$ cat src/rtl/pmbg_pkg.sv
package pmbg_pkg;

  localparam logic [7:0] CMD_OPER  = 8'h01;
  localparam logic [7:0] CMD_ONOFF = 8'h02;
  localparam logic [7:0] CMD_CLEAR = 8'h03;
  localparam logic [7:0] CMD_VOUT  = 8'h21;

  typedef struct packed {
    logic       known;
    logic [3:0] len;
  } cmdInfo_t;

  typedef enum logic [2:0] {
    S_IDLE, S_ADDR, S_CMD, S_DATA, S_PEC, S_SINK
  } state_t;

  // strobes from control to datapath, valid for one cycle
  typedef struct packed {
    logic crcClr;
    logic crcAdd;
    logic codeLd;
    logic dataLd;
    logic pendSet;
    logic pendDrop;
    logic execTry;
    logic ackFire;
    logic ackOk;
    logic setUnsup;
    logic setPec;
    logic setWp;
  } strobe_t;

  function automatic cmdInfo_t lookupCmd(input logic [7:0] c);
    cmdInfo_t r;
    r = '0;
    case (c)
      CMD_OPER, CMD_ONOFF: begin r.known = 1'b1; r.len = 4'd1; end
      CMD_VOUT:            begin r.known = 1'b1; r.len = 4'd2; end
      CMD_CLEAR:           begin r.known = 1'b1; r.len = 4'd0; end
      default:             r = '0;
    endcase
    return r;
  endfunction

  function automatic logic [7:0] crcStep(input logic [7:0] crc, input logic [7:0] b);
    logic [7:0] r;
    r = crc ^ b;
    for (int i = 0; i < 8; i++) r = r[7] ? ((r << 1) ^ 8'h07) : (r << 1);
    return r;
  endfunction

endpackage

$ cat src/rtl/pmbg_ctrl.sv
module pmbg_ctrl
  import pmbg_pkg::*;
#(
  parameter logic [6:0] DEV_ADDR   = 7'h2C,
  parameter bit         NACK_UNSUP = 1'b1,
  parameter int         CW         = 2
) (
  input  logic          clk,
  input  logic          rstN,
  input  logic          startDet,
  input  logic          stopDet,
  input  logic          byteValid,
  input  logic [7:0]    byteIn,
  input  logic          wpIn,
  input  logic [7:0]    crcCur,
  input  logic [CW-1:0] cnt,
  input  logic [7:0]    codeCur,
  output strobe_t       stb
);

  state_t   st, nxt;
  cmdInfo_t info;
  logic [3:0] curLen;

  always_ff @(posedge clk) begin
    if (!rstN) st <= S_IDLE;
    else       st <= nxt;
  end

  always_comb begin
    stb    = '0;
    nxt    = st;
    info   = lookupCmd(byteIn);
    curLen = lookupCmd(codeCur).len;
    if (stopDet) begin
      stb.execTry = 1'b1;
      nxt = S_IDLE;
    end else if (startDet) begin
      stb.crcClr = 1'b1;
      nxt = S_ADDR;
    end else if (byteValid) begin
      stb.ackFire = 1'b1;
      case (st)
        S_ADDR: begin
          if (byteIn[7:1] == DEV_ADDR && !byteIn[0]) begin
            stb.ackOk = 1'b1; stb.crcAdd = 1'b1; stb.pendDrop = 1'b1;
            nxt = S_CMD;
          end else nxt = S_IDLE;
        end
        S_CMD: begin
          if (!info.known) begin
            stb.setUnsup = 1'b1;
            if (NACK_UNSUP) nxt = S_IDLE;
            else begin stb.ackOk = 1'b1; nxt = S_SINK; end
          end else if (wpIn && info.len != 4'd0) begin
            stb.setWp = 1'b1;
            nxt = S_IDLE;
          end else begin
            stb.ackOk = 1'b1; stb.crcAdd = 1'b1; stb.codeLd = 1'b1;
            if (info.len == 4'd0) begin stb.pendSet = 1'b1; nxt = S_PEC; end
            else nxt = S_DATA;
          end
        end
        S_DATA: begin
          stb.ackOk = 1'b1; stb.crcAdd = 1'b1; stb.dataLd = 1'b1;
          if (int'(cnt) + 1 == int'(curLen)) begin stb.pendSet = 1'b1; nxt = S_PEC; end
        end
        S_PEC: begin
          if (byteIn == crcCur) stb.ackOk = 1'b1;
          else begin stb.pendDrop = 1'b1; stb.setPec = 1'b1; end
          nxt = S_IDLE;
        end
        S_SINK:  stb.ackOk = 1'b1;
        default: nxt = S_IDLE;
      endcase
    end
  end

endmodule

$ cat src/rtl/pmbg_dpath.sv
module pmbg_dpath
  import pmbg_pkg::*;
#(
  parameter int MAX_DATA = 2,
  parameter int CW       = 2
) (
  input  logic                    clk,
  input  logic                    rstN,
  input  strobe_t                 stb,
  input  logic [7:0]              byteIn,
  output logic [7:0]              crcCur,
  output logic [CW-1:0]           cnt,
  output logic [7:0]              codeCur,
  output logic                    ackStb,
  output logic                    ackOk,
  output logic                    execStb,
  output logic [7:0]              execCode,
  output logic [8*MAX_DATA-1:0]   execData,
  output logic [2:0]              statusOut
);

  logic [7:0] dataBuf [MAX_DATA];
  logic [8*MAX_DATA-1:0] dataFlat;
  logic pend;
  logic commit;

  assign commit = stb.execTry && pend;

  for (genvar i = 0; i < MAX_DATA; i++) begin : g_flat
    assign dataFlat[8*i +: 8] = dataBuf[i];
  end

  always_ff @(posedge clk) begin
    if (!rstN) begin
      for (int i = 0; i < MAX_DATA; i++) dataBuf[i] <= '0;
    end else if (stb.codeLd) begin
      for (int i = 0; i < MAX_DATA; i++) dataBuf[i] <= '0;
    end else if (stb.dataLd) begin
      for (int i = 0; i < MAX_DATA; i++)
        if (cnt == CW'(i)) dataBuf[i] <= byteIn;
    end
  end

  always_ff @(posedge clk) begin
    if (!rstN) begin
      crcCur    <= '0;
      cnt       <= '0;
      codeCur   <= '0;
      pend      <= 1'b0;
      ackStb    <= 1'b0;
      ackOk     <= 1'b0;
      execStb   <= 1'b0;
      execCode  <= '0;
      execData  <= '0;
      statusOut <= '0;
    end else begin
      ackStb  <= stb.ackFire;
      ackOk   <= stb.ackFire && stb.ackOk;
      execStb <= commit;
      if (stb.crcClr)      crcCur <= '0;
      else if (stb.crcAdd) crcCur <= crcStep(crcCur, byteIn);
      if (stb.codeLd) begin
        codeCur <= byteIn;
        cnt     <= '0;
      end else if (stb.dataLd) cnt <= cnt + 1'b1;
      if (stb.pendDrop)     pend <= 1'b0;
      else if (stb.pendSet) pend <= 1'b1;
      else if (commit)      pend <= 1'b0;
      if (commit) begin
        execCode <= codeCur;
        execData <= dataFlat;
      end
      if (commit && codeCur == CMD_CLEAR) statusOut <= '0;
      else statusOut <= statusOut | {stb.setWp, stb.setPec, stb.setUnsup};
    end
  end

endmodule

$ cat src/rtl/pmbg_engine.sv
module pmbg_engine
  import pmbg_pkg::*;
#(
  parameter logic [6:0] DEV_ADDR   = 7'h2C,
  parameter int         MAX_DATA   = 2,
  parameter bit         NACK_UNSUP = 1'b1
) (
  input  logic                  clk,
  input  logic                  rstN,
  input  logic                  startDet,
  input  logic                  stopDet,
  input  logic                  byteValid,
  input  logic [7:0]            byteIn,
  input  logic                  wpIn,
  output logic                  ackStb,
  output logic                  ackOk,
  output logic                  execStb,
  output logic [7:0]            execCode,
  output logic [8*MAX_DATA-1:0] execData,
  output logic [2:0]            statusOut
);

  localparam int CW = $clog2(MAX_DATA + 1);

  strobe_t       stb;
  logic [7:0]    crcCur;
  logic [CW-1:0] cnt;
  logic [7:0]    codeCur;

  pmbg_ctrl #(.DEV_ADDR(DEV_ADDR), .NACK_UNSUP(NACK_UNSUP), .CW(CW)) u_ctrl (
    .clk(clk), .rstN(rstN), .startDet(startDet), .stopDet(stopDet),
    .byteValid(byteValid), .byteIn(byteIn), .wpIn(wpIn),
    .crcCur(crcCur), .cnt(cnt), .codeCur(codeCur), .stb(stb)
  );

  pmbg_dpath #(.MAX_DATA(MAX_DATA), .CW(CW)) u_dpath (
    .clk(clk), .rstN(rstN), .stb(stb), .byteIn(byteIn),
    .crcCur(crcCur), .cnt(cnt), .codeCur(codeCur),
    .ackStb(ackStb), .ackOk(ackOk), .execStb(execStb),
    .execCode(execCode), .execData(execData), .statusOut(statusOut)
  );

endmodule

$ cat config.mk
export PLATFORM = sky130hd
export DESIGN_NAME = pmbg_engine
export DESIGN_NICKNAME = d
export VERILOG_FILES = /design/src/rtl/pmbg_pkg.sv /design/src/rtl/pmbg_ctrl.sv /design/src/rtl/pmbg_dpath.sv /design/src/rtl/pmbg_engine.sv
export SDC_FILE = /design/constraint.sdc
export NUM_CORES = 1
export LEC_CHECK = 0
export BUFFER_PORTS_ARGS = -buffer_cell sky130_fd_sc_hd__clkbuf_2
export CAP_MARGIN = 20
export CELL_PAD_IN_SITES_DETAIL_PLACEMENT = 1
export CELL_PAD_IN_SITES_GLOBAL_PLACEMENT = 1
export CORE_ASPECT_RATIO = 1.5
export CORE_MARGIN = 2
export CORE_UTILIZATION = 44
export CTS_CLUSTER_DIAMETER = 200
export DETAILED_ROUTE_END_ITERATION = 8
export GPL_ROUTABILITY_DRIVEN = 0
export GPL_TIMING_DRIVEN = 0
export HOLD_SLACK_MARGIN = 0.12
export PLACE_DENSITY_LB_ADDON = 0.1
export SLEW_MARGIN = 15
export SYNTH_ARGS = -nofsm -noshare
export SYNTH_HDL_FRONTEND = slang
export SYNTH_SLANG_ARGS = --single-unit
$ cat constraint.sdc
create_clock -name clk -period 2.4 [get_ports clk]
set_input_delay 0.48 -clock clk [delete_from_list [all_inputs] [get_ports clk]]
set_output_delay 0.48 -clock clk [all_outputs]
set_load 0.03 [all_outputs]
==> metrics.md, run 1 <==
| Metric | Value |
|---|---|
| Max-Cap Viols | 0 |
| Min-delay src | byteValid |
| Yosys top cell area share | 0.334 |
| Cell Count, Final, Fillers Out | 459 |
| Final setup violation count | 0 |
| Clock transition at path regs | 0.07 ns |
| Global-route wire length before repair | 11.9 mm |
| Initial antenna violation count | 0 |
| Worst-path fanout max | 8 |
| Overflow after GRT | 0 |
| Worst setup path start | u_ctrl.st[1]$_SDFFE_PP0P_ |
| Nets | 396 |
| Later-pin clock latency in the skew report | 0.35 ns |
| Vias/cell | 5.39 |
| Placed Instances | 443 |
| Die W | 72.7 µm |
| Min Tclk post-route | 2.26 ns |
| Worst Setup Slack, final | 0.145 ns |
| Top post-synthesis cells by area | dfxtp_1 (33%), edfxtp_1 (15%), nand2_1 (7.1%) |
| Worst-Margin Slew | 0.837 ns |
| Die ar. | 7780 µm² |
| Top cells by count, synth | nand2_1 (59), dfxtp_1 (52), a21boi_0 (24) |
| Worst VDD drop | 0.258 mV |
| Main synth FF type | dfxtp_1 |
| TritonCTS clock tree | built |
| Hpwl dp | 5.44 mm |
| Clock Sinks | 68 |
| Num CTS Buffers | 9 |
| Yosys warnings | 0 |
| Arrival time worst endpoint | 2.27 ns |
| Post-Synthesis Cells | 322 |
| FFs w/ async S/R, synth | 0 |
| Synth unique cells | 50 |
| Gr usage total | 0.205 |
| Dominant cell type by area after synthesis | dfxtp_1 |
| Slew HR | 0.435 |
| Clock root cell | clkbuf_8 |
| Clock buffer depth | 2 |
| Detailed Routing Iterations Pass 1 | 4 |
| Endpoint type of the worst setup path | flip-flop |
| Status | finished, final reports clean |
| Critical Path RT | 2.41 ns |
| Most numerous cell in the Yosys netlist | nand2_1 |
| # H-tree levels | 3 |
| Final worst-path cycle share | 0.940 |
| Ant diodes | 0 |
| EDFF count, synth | 16 |
| Worst Hold Slack | 0.377 ns |
| FF+latch count, synth | 68 |
| Routed wire per std cell | 16.0 µm |
| Routed WL | 7.34 mm |
| Core Footprint | 6850 µm² |
| Layout area overhead | 15.9% |
| Starting Density | 0.455 |
| Dpl ws | -0.201 ns |
| Max Clk Rate | 443 MHz |
| Power per cell area | 617 nW/µm² |
| Port buffer count | 42 |
| Fin. Hold Viols | 0 |
| # hold bufs at CTS | 0 |
| Layout cell share with drive strength beyond 1 | 0.181 |
| Starting DRT DRC Count | 125 |
| Num rows | 37 |
| P_leak | 0.00138 µW |
| DRC | 0 |
| Via count | 2472 |
| Synthesized cell area | 3120 µm² |
| Crit start category | flip-flop |
| RSZ-0062 raised after global routing | no |
| Vias in the first global route | 2505 |
| Final Skew | 0.0104 ns |
| Max Slew Vio Count | 0 |
| Seq/Total Area, Yosys | 0.488 |
| ANT nets after route | 0 |
| Syn Nets | 342 |
| Worst r2r src | u_ctrl.st[1]$_SDFFE_PP0P_ |
| Crit Path Category | reg -> reg |
| HP Class | in -> reg |
| Largest net degree at the start of global routing | 12 |
| Ports | 44 |
| Die Y | 107 µm |
| Avg Inst Size Synth | 9.68 µm² |
## worst max-delay path, stage by stage, from the launching register on
cell and delay, ns:
dfxtp_1 0.45, nor3b_2 0.35, nand3b_4 0.17, nor3_2 0.38, nor2b_1 0.21, nand2_1 0.34
## stage by stage
stage                     cell area (µm²)  setup TNS [ns]  utilization  total power (µW)
final                                3610               0        0.527              2230
after global routing                 3610               0        0.527              2310
after CTS                            3610               0        0.526              2260
after detailed placement             3430           -3.45        0.500              1360
after global placement               3420           -6.91        0.500              1360
after floorplan                      3120               0            -              1310
## cells by family after synthesis
family / share of synthesized area
adder cells (fa/ha/maj): 0.0241
AO/OA/AOI/OAI: 0.156
XOR/XNOR: 0.0647
AND/OR/NAND/NOR: 0.220
flip-flops: 0.488
buffers and inverters: 0.0305
multiplexers: 0.0165
## per-layer routing
metal / part of all wire / up-vias / GRT usage
li1: - / 1233 / -
met4: 0.027 / 0 / 0.116
met2: 0.52 / 56 / 0.355
met3: 0.039 / 14 / 0.0385
met1: 0.41 / 1169 / 0.230
met5: 0 / - / 0
## placed cells by master, fill, tap and decap left out, drive strengths merged, types with 7 or more instances in the layout
master	n
dfxtp	52
inv	9
clkbuf	65
and2	15
o21ai	10
nor2	12
nor2b	9
edfxtp	16
xor2	7
a21oi	15
a21boi	24
xnor2	16
nand2	59
## layout make-up
class / count / area [µm²]
buffer: 13 / 61.3
clock buffer: 13 / 139
clock inverter: 3 / 38.8
fill: 817 / 3240
inverter: 9 / 33.8
multi-input combinational: 232 / 1510
sequential: 68 / 1520
tap: 78 / 97.6
timing repair buffer: 43 / 215
## power by group
group,total (µW),internal (µW),switching [µW]
logic,152,56.8,95.0
registers,1190,1180,5.09
clock network,891,477,414
total,2230,1720,514
## flip-flops by register name (all words and copies together) (netlist names)
register and cells:
u_dpath.statusOut 3, u_dpath.ackStb 1, u_dpath.execData 16, u_dpath.codeCur 8
u_dpath.execCode 8, u_dpath.crcCur 8, u_dpath.execStb 1, u_dpath.pend 1
u_ctrl.st 3, u_dpath.ackOk 1, u_dpath.dataBuf 16, u_dpath.cnt 2
## final timing paths
path / cells past startpoint / end / slack, ns
max: 5 / u_dpath.dataBuf[1][6]$_DFFE_PP_ / 0.14
min reg2reg: 2 / u_dpath.execCode[3]$_SDFFE_PN0P_ / 0.46
min: 3 / u_dpath.ackStb$_SDFF_PN0_ / 0.38
max reg2reg: 5 / u_dpath.dataBuf[1][6]$_DFFE_PP_ / 0.14
## repair_timing
action / in CTS / in global routing
buffers inserted: 0 / 0
endpoints found under the setup margin: 0 / 10
endpoints found under the hold margin: 0 / 0
gates resized for setup: 0 / 1
Power figures use the tool's default switching activity.
==> inputs of run 2 (changes only) <==
==> constraint.sdc (replaced) <==
create_clock -name clk -period 2.4 [get_ports clk]
set_input_delay 0.24 -clock clk [delete_from_list [all_inputs] [get_ports clk]]
set_output_delay 0.24 -clock clk [all_outputs]
set_load 0.03 [all_outputs]
==> run 2 against run 1 <==
Maximum frequency about the same. First-iteration DRC count up 7.2%. Die area unchanged. Clock power barely moved. Clock skew fell by 0.0011 ns. Combinational power about the same. Core utilization grew 0.15 points. Critical path type unchanged. Largest cell class unchanged.
==> metrics.md, run 2 (same netlist as run 1, synthesis figures left out) <==
| Metric | Value |
|---|---|
| Endpoint type of the worst setup path | flip-flop |
| Critical Path, Cell by Cell | buf_4, nor3b_2, nand3b_4, nor3_2, nor2b_1, nand2_1 |
| Vias/cell | 5.40 (+0.19%) |
| Overflow after GRT | 0 (unchanged) |
| Placed Instances | 443 (unchanged) |
| Cell Count, Final, Fillers Out | 460 (+0.22%) |
| Via count | 2482 (+0.40%) |
| Critical Path Max Stage Delay | 0.38 ns (-0.07 ns) |
| Later-pin clock latency in the skew report | 0.35 ns (about the same) |
| Commonest non-fill, non-tap cells in the layout | nand2_1 (59), dfxtp_1 (52), clkbuf_2 (42) |
| TritonCTS clock tree | built |
| Clock Sinks | 68 (unchanged) |
| Arrival time worst endpoint | 2.26 ns (about the same) |
| Worst Setup Slack, final | 0.146 ns (+0.000777 ns) |
| Max Clk Rate | 444 MHz (about the same) |
| Global-route wire length before repair | 12.0 mm (+0.23%) |
| Vias in the first global route | 2515 (+0.40%) |
| ANT nets after route | 0 (unchanged) |
| Status | finished, final reports clean |
| Die W | 72.7 µm (unchanged) |
| Nets | 397 (+0.25%) |
| Starting DRT DRC Count | 134 (+7.2%) |
| Final Skew | 0.00927 ns (-0.00112 ns) |
| Routed WL | 7.37 mm (+0.31%) |
| Clock transition at path regs | 0.07 ns (about the same) |
| Area after DPL | 3430 µm² (unchanged) |
| Fin util | 0.529 (+0.00146) |
| Top flop regs | u_dpath.dataBuf: 16 flops, u_dpath.execData: 16 flops |
| Gr usage total | 0.206 (+0.000387) |
| Worst VDD drop | 0.259 mV (about the same) |
| Commonest non-fill, non-tap cell in the layout | nand2_1 |
| Worst-path fanout max | 10 (+2) |
| Ant diodes | 0 (unchanged) |
| Worst-Margin Slew | 0.836 ns (-0.00123 ns) |
| Port buffer count | 42 (unchanged) |
| Core Footprint | 6850 µm² (unchanged) |
| Crit Path Category | reg -> reg |
| Num CTS Buffers | 9 (unchanged) |
| Routed wire per std cell | 16.0 µm (about the same) |
| HP Class | in -> reg |
| Final setup violation count | 0 (unchanged) |
| Power per cell area | 615 nW/µm² (-0.29%) |
| Fin. Hold Viols | 0 (unchanged) |
| Post-route cell area | 3620 µm² (+0.28%) |
| Min Tclk post-route | 2.25 ns (-0.000777 ns) |
| RSZ-0062 raised after global routing | no |
| Die Y | 107 µm (unchanged) |
| Dpl ws | 0.0394 ns (+0.240 ns) |
| Starting Density | 0.455 (unchanged) |
| Num rows | 37 (unchanged) |
| Critical Path RT | 2.41 ns (about the same) |
| Die ar. | 7780 µm² (unchanged) |
| # H-tree levels | 3 (unchanged) |
| Crit start category | flip-flop |
| Max Slew Vio Count | 0 (unchanged) |
| Largest net degree at the start of global routing | 12 (unchanged) |
| TNS Setup | 0 ns (unchanged) |
| Hpwl dp | 5.44 mm (unchanged) |
| Slew HR | 0.435 (+0.000829) |
| DRC | 0 (unchanged) |
| P_leak | 0.00138 µW (+0.30%) |
| Slowest cell on the critical path | nor3_2 |
| Worst reg-to-reg setup slack | 0.15 ns (about the same) |
| Layout area overhead | 16.3% |
| Max-Cap Viols | 0 (unchanged) |
| Clock root cell | clkbuf_8 |
| Detailed Routing Iterations Pass 1 | 6 (+2) |
| Initial antenna violation count | 0 (unchanged) |
| Final worst-path cycle share | 0.939 (about the same) |
| Clock buffer depth | 2 (unchanged) |
| Layout cell share with drive strength beyond 1 | 0.181 (-0.000474) |
| Ports | 44 (unchanged) |
==> run 2: cell types whose count changed in the layout (fill, tap and decap cells not counted), sizes merged <==
cell         before  now
dlygate4sd3       0    1
==> run 2: cell type report <==
cell class | instances | area, µm²
plain buffers | 13 | 61.3
clock buffers | 13 | 139
clock inverters | 3 | 38.8
fillers | 816 | 3230
inverters | 9 | 33.8
multi-input cells | 232 | 1510
flip-flops and latches | 68 | 1520
well taps | 78 | 97.6
repair buffers | 44 | 225
==> run 2: worst paths after layout <==
| path | startpoint | endpoint | depth (start not counted) |
|---|---|---|---|
| worst max register to register | u_ctrl.st[0]$_SDFFE_PP0P_ | u_dpath.dataBuf[1][6]$_DFFE_PP_ | 6 |
| worst min register to register | u_dpath.execCode[3]$_SDFFE_PN0P_ | u_dpath.execCode[3]$_SDFFE_PN0P_ | 2 |
| worst min-delay path | startDet | u_ctrl.st[0]$_SDFFE_PP0P_ | 3 |
| worst max-delay path | u_ctrl.st[0]$_SDFFE_PP0P_ | u_dpath.dataBuf[1][6]$_DFFE_PP_ | 6 |
==> run 2: per-layer routing <==
metal,global-route usage,wire (µm),up-vias,share of wire
met4,0.116,199,0,0.027
met2,0.356,3880,54,0.53
met5,0,0,-,0
met1,0.230,3010,1178,0.41
met3,0.0385,276,14,0.037
li1,-,-,1236,-
==> run 2: metrics by stage <==
| step | hold WS, ns | total power (µW) |
|---|---|---|
| final | 0.158 | 2230 |
| after global routing | 0.196 | 2310 |
| after CTS | 0.144 | 2260 |
| after detailed placement | 0.457 | 1360 |
| after global placement | 0.450 | 1360 |
| after floorplan | 0.351 | 1310 |
==> run 2: what timing repair did <==
action / CTS / global route
buffers inserted: 0 / 0
setup endpoints to repair: 0 / 10
hold buffers: 1 / 0
endpoints found under the hold margin: 1 / 0
gates resized for setup: 0 / 1
==> run 2: where the power goes <==
part           internal [µW]  switching, µW
logic                   57.8           95.2
clock network            477            413
registers               1180           5.06
==> run 2: critical path: cells and delay by family, from the launching register on <==
family | cells | cell delay, ns
flip-flops | 1 | 0.31
AND/OR/NAND/NOR | 5 | 1.43
buffers and inverters | 1 | 0.16
==> inputs of run 3 (changes only) <==
Settings changed: BUFFER_PORTS_ARGS -buffer_cell sky130_fd_sc_hd__clkbuf_2 to -buffer_cell sky130_fd_sc_hd__buf_2.
==> run 3 against run 2 <==
Core utilization up 0.29 points. First-iteration DRC count down 43%. Power up 2.3%. Worst hold slack better by 0.0019 ns. Clock-buffer cell count up 1. Setup slack better by 0.069 ns.
==> metrics.md, run 3 (same netlist as run 1, synthesis figures left out) <==
| Metric | Value |
|---|---|
| Clock transition at path regs | 0.07 ns (about the same) |
| Commonest non-fill, non-tap cell in the layout | nand2_1 |
| Die ar. | 7780 µm² (unchanged) |
| Post-route cell area | 3640 µm² (+0.55%) |
| Reg area | 1520 µm² (unchanged) |
| DRT met1 WL | 3.01 mm (+0.13%) |
| # fillers | 835 (+2.3%) |
| Clock Sinks | 68 (unchanged) |
| Net switching power | 504 µW (-1.8%) |
| Status | finished, final reports clean |
| Crit start category | flip-flop |
| Worst Hold Slack | 0.160 ns (+0.00188 ns) |
| Starting Density | 0.455 (unchanged) |
| Slowest cell on the critical path | nor3_2 |
| # H-tree levels | 3 (unchanged) |
| Routed WL | 7.12 mm (-3.3%) |
| Commonest non-fill, non-tap cells in the layout | nand2_1 (59), dfxtp_1 (52), buf_2 (44) |
| Vias in the first global route | 2505 (-0.40%) |
| Min Tclk post-route | 2.19 ns (-0.0693 ns) |
| P_leak | 0.00142 µW (+2.7%) |
| ANT nets after route | 0 (unchanged) |
| HP Class | in -> reg |
| Max-Cap Viols | 0 (unchanged) |
| Area of the multi-input gates | 1510 µm² (unchanged) |
| Clock root cell | clkbuf_8 |
| Slew HR | 0.462 (+0.0268) |
| Pint | 1780 µW (+3.5%) |
| Final worst-path cycle share | 0.910 (-0.0289) |
| Nets | 397 (unchanged) |
| Total setup buffers inserted after CTS | 0 (unchanged) |
| Ports | 44 (unchanged) |
| Critical Path, Cell by Cell | buf_4, nor3b_2, nand3b_4, nor3_2, nor2b_1, nand2_1 |
| Core Footprint | 6850 µm² (unchanged) |
| Overflow after GRT | 0 (unchanged) |
| Arrival time worst endpoint | 2.19 ns (-0.07 ns) |
| Clock power frac | 0.413 (+0.014) |
| Layout cell share with drive strength beyond 1 | 0.186 (+0.00524) |
| Flop pwr share | 0.521 (-0.011) |
| Critical Path Max Stage Delay | 0.35 ns (-0.03 ns) |
| Worst VDD drop | 0.236 mV (-8.7%) |
| Later-pin clock latency in the skew report | 0.34 ns (about the same) |
| Met3 wire length | 278 µm (+0.72%) |
| Top flop regs | u_dpath.dataBuf: 16 flops, u_dpath.execData: 16 flops |
| RSZ-0062 raised after global routing | no |
| DRC | 0 (unchanged) |
| Via count | 2466 (-0.64%) |
| Largest net degree at the start of global routing | 12 (unchanged) |
| Worst-Margin Slew | 0.796 ns (-0.0398 ns) |
| Routed wire per std cell | 15.5 µm (-3.3%) |
| Final setup violation count | 0 (unchanged) |
| Ant diodes | 0 (unchanged) |
| Vias/cell | 5.36 (-0.64%) |
| Hpwl dp | 5.36 mm (-1.5%) |
| Global-route wire length before repair | 12.1 mm (+1.3%) |
| Gr usage total | 0.206 (about the same) |
| TNS Setup | 0 ns (unchanged) |
| Max layer used | met4 |
| Area after DPL | 3430 µm² (unchanged) |
| Clock buffer depth | 2 (unchanged) |
| Endpoint type of the worst setup path | flip-flop |
| Cell Count, Final, Fillers Out | 460 (unchanged) |
| Placed Instances | 443 (unchanged) |
| Switching Fraction | 0.221 (-0.00927) |
| Max Clk Rate | 458 MHz (+3.2%) |
| Num rows | 37 (unchanged) |
| Num CTS Buffers | 9 (unchanged) |
| Max Slew Vio Count | 0 (unchanged) |
| Power per cell area | 626 nW/µm² (+1.7%) |
| Worst-path fanout max | 10 (unchanged) |
| TritonCTS clock tree | built |
| Critical Path RT | 2.40 ns (about the same) |
| Crit Path Category | reg -> reg |
| Die Y | 107 µm (unchanged) |
| Layout area overhead | 16.9% |
| Combinational share of power | 0.067 (-0.002) |
| Die W | 72.7 µm (unchanged) |
| Fin. Hold Viols | 0 (unchanged) |
| Final Skew | 0.00711 ns (-0.00216 ns) |
| Initial antenna violation count | 0 (unchanged) |
| WL met2 | 3.72 mm (-4.2%) |
| Detailed Routing Iterations Pass 1 | 4 (-2) |
| Port buffer count | 42 (unchanged) |
| Starting DRT DRC Count | 77 (-43%) |
-- run 3: cell count changes in the layout (fill, tap and decap cells not counted), sizes merged --
cell / delta
buf: +42
clkbuf: -41
clkinv: -1
-- run 3: critical path, delay by kind of cell, from the launching register on --
family / cells / cell delay, ns
buffers and inverters: 1 / 0.16
and+or+nand+nor: 5 / 1.38
DFF: 1 / 0.31
-- run 3: stage by stage --
stage / setup slack [ns] / util / power, µW
floorplan: 0.459 / - / 1310
global placement: -0.0794 / 0.500 / 1360
detailed placement: 0.0472 / 0.500 / 1360
CTS: 0.171 / 0.531 / 2310
global route: 0.0418 / 0.532 / 2380
finish: 0.215 / 0.532 / 2280
-- run 3: layout make-up --
type	count	area share
Buffer	13	0.0168
Clock inverter	2	0.00962
Tap cell	78	0.0268
Multi-Input combinational cell	232	0.413
Inverter	9	0.00928
Sequential cell	68	0.418
Timing Repair Buffer	44	0.0618
Clock buffer	14	0.0447
-- run 3: timing repair --
| action | 4_1_cts | 5_1_grt |
|---|---|---|
| setup endpoints to repair | 0 | 8 |
| hold endpoints to repair | 1 | 0 |
| resized for setup | 0 | 1 |
| hold buffers | 1 | 0 |
-- run 3: path summary, 6_finish.rpt --
path | from | end | slack, ns | cells past startpoint
worst max register to register | u_ctrl.st[0]$_SDFFE_PP0P_ | u_dpath.dataBuf[1][0]$_DFFE_PP_ | 0.21 | 6
worst max-delay path | u_ctrl.st[0]$_SDFFE_PP0P_ | u_dpath.dataBuf[1][0]$_DFFE_PP_ | 0.21 | 6
worst min register to register | u_dpath.execData[8]$_SDFFE_PN0P_ | u_dpath.execData[8]$_SDFFE_PN0P_ | 0.46 | 2
worst min-delay path | startDet | u_ctrl.st[0]$_SDFFE_PP0P_ | 0.16 | 3
-- run 3: power groups by stage --
stage	Combinational, µW	Sequential [µW]	Clock, µW
finish	152	1190	941
floorplan	97.0	1210	0
CTS	154	1190	966
global placement	149	1210	0
detailed placement	152	1210	0
global route	170	1190	1030
-- run 3: layer usage --
metal,up-vias,global-route usage
met5,-,0
met4,0,0.0952
met3,9,0.0555
met2,52,0.344
met1,1162,0.241
li1,1243,-
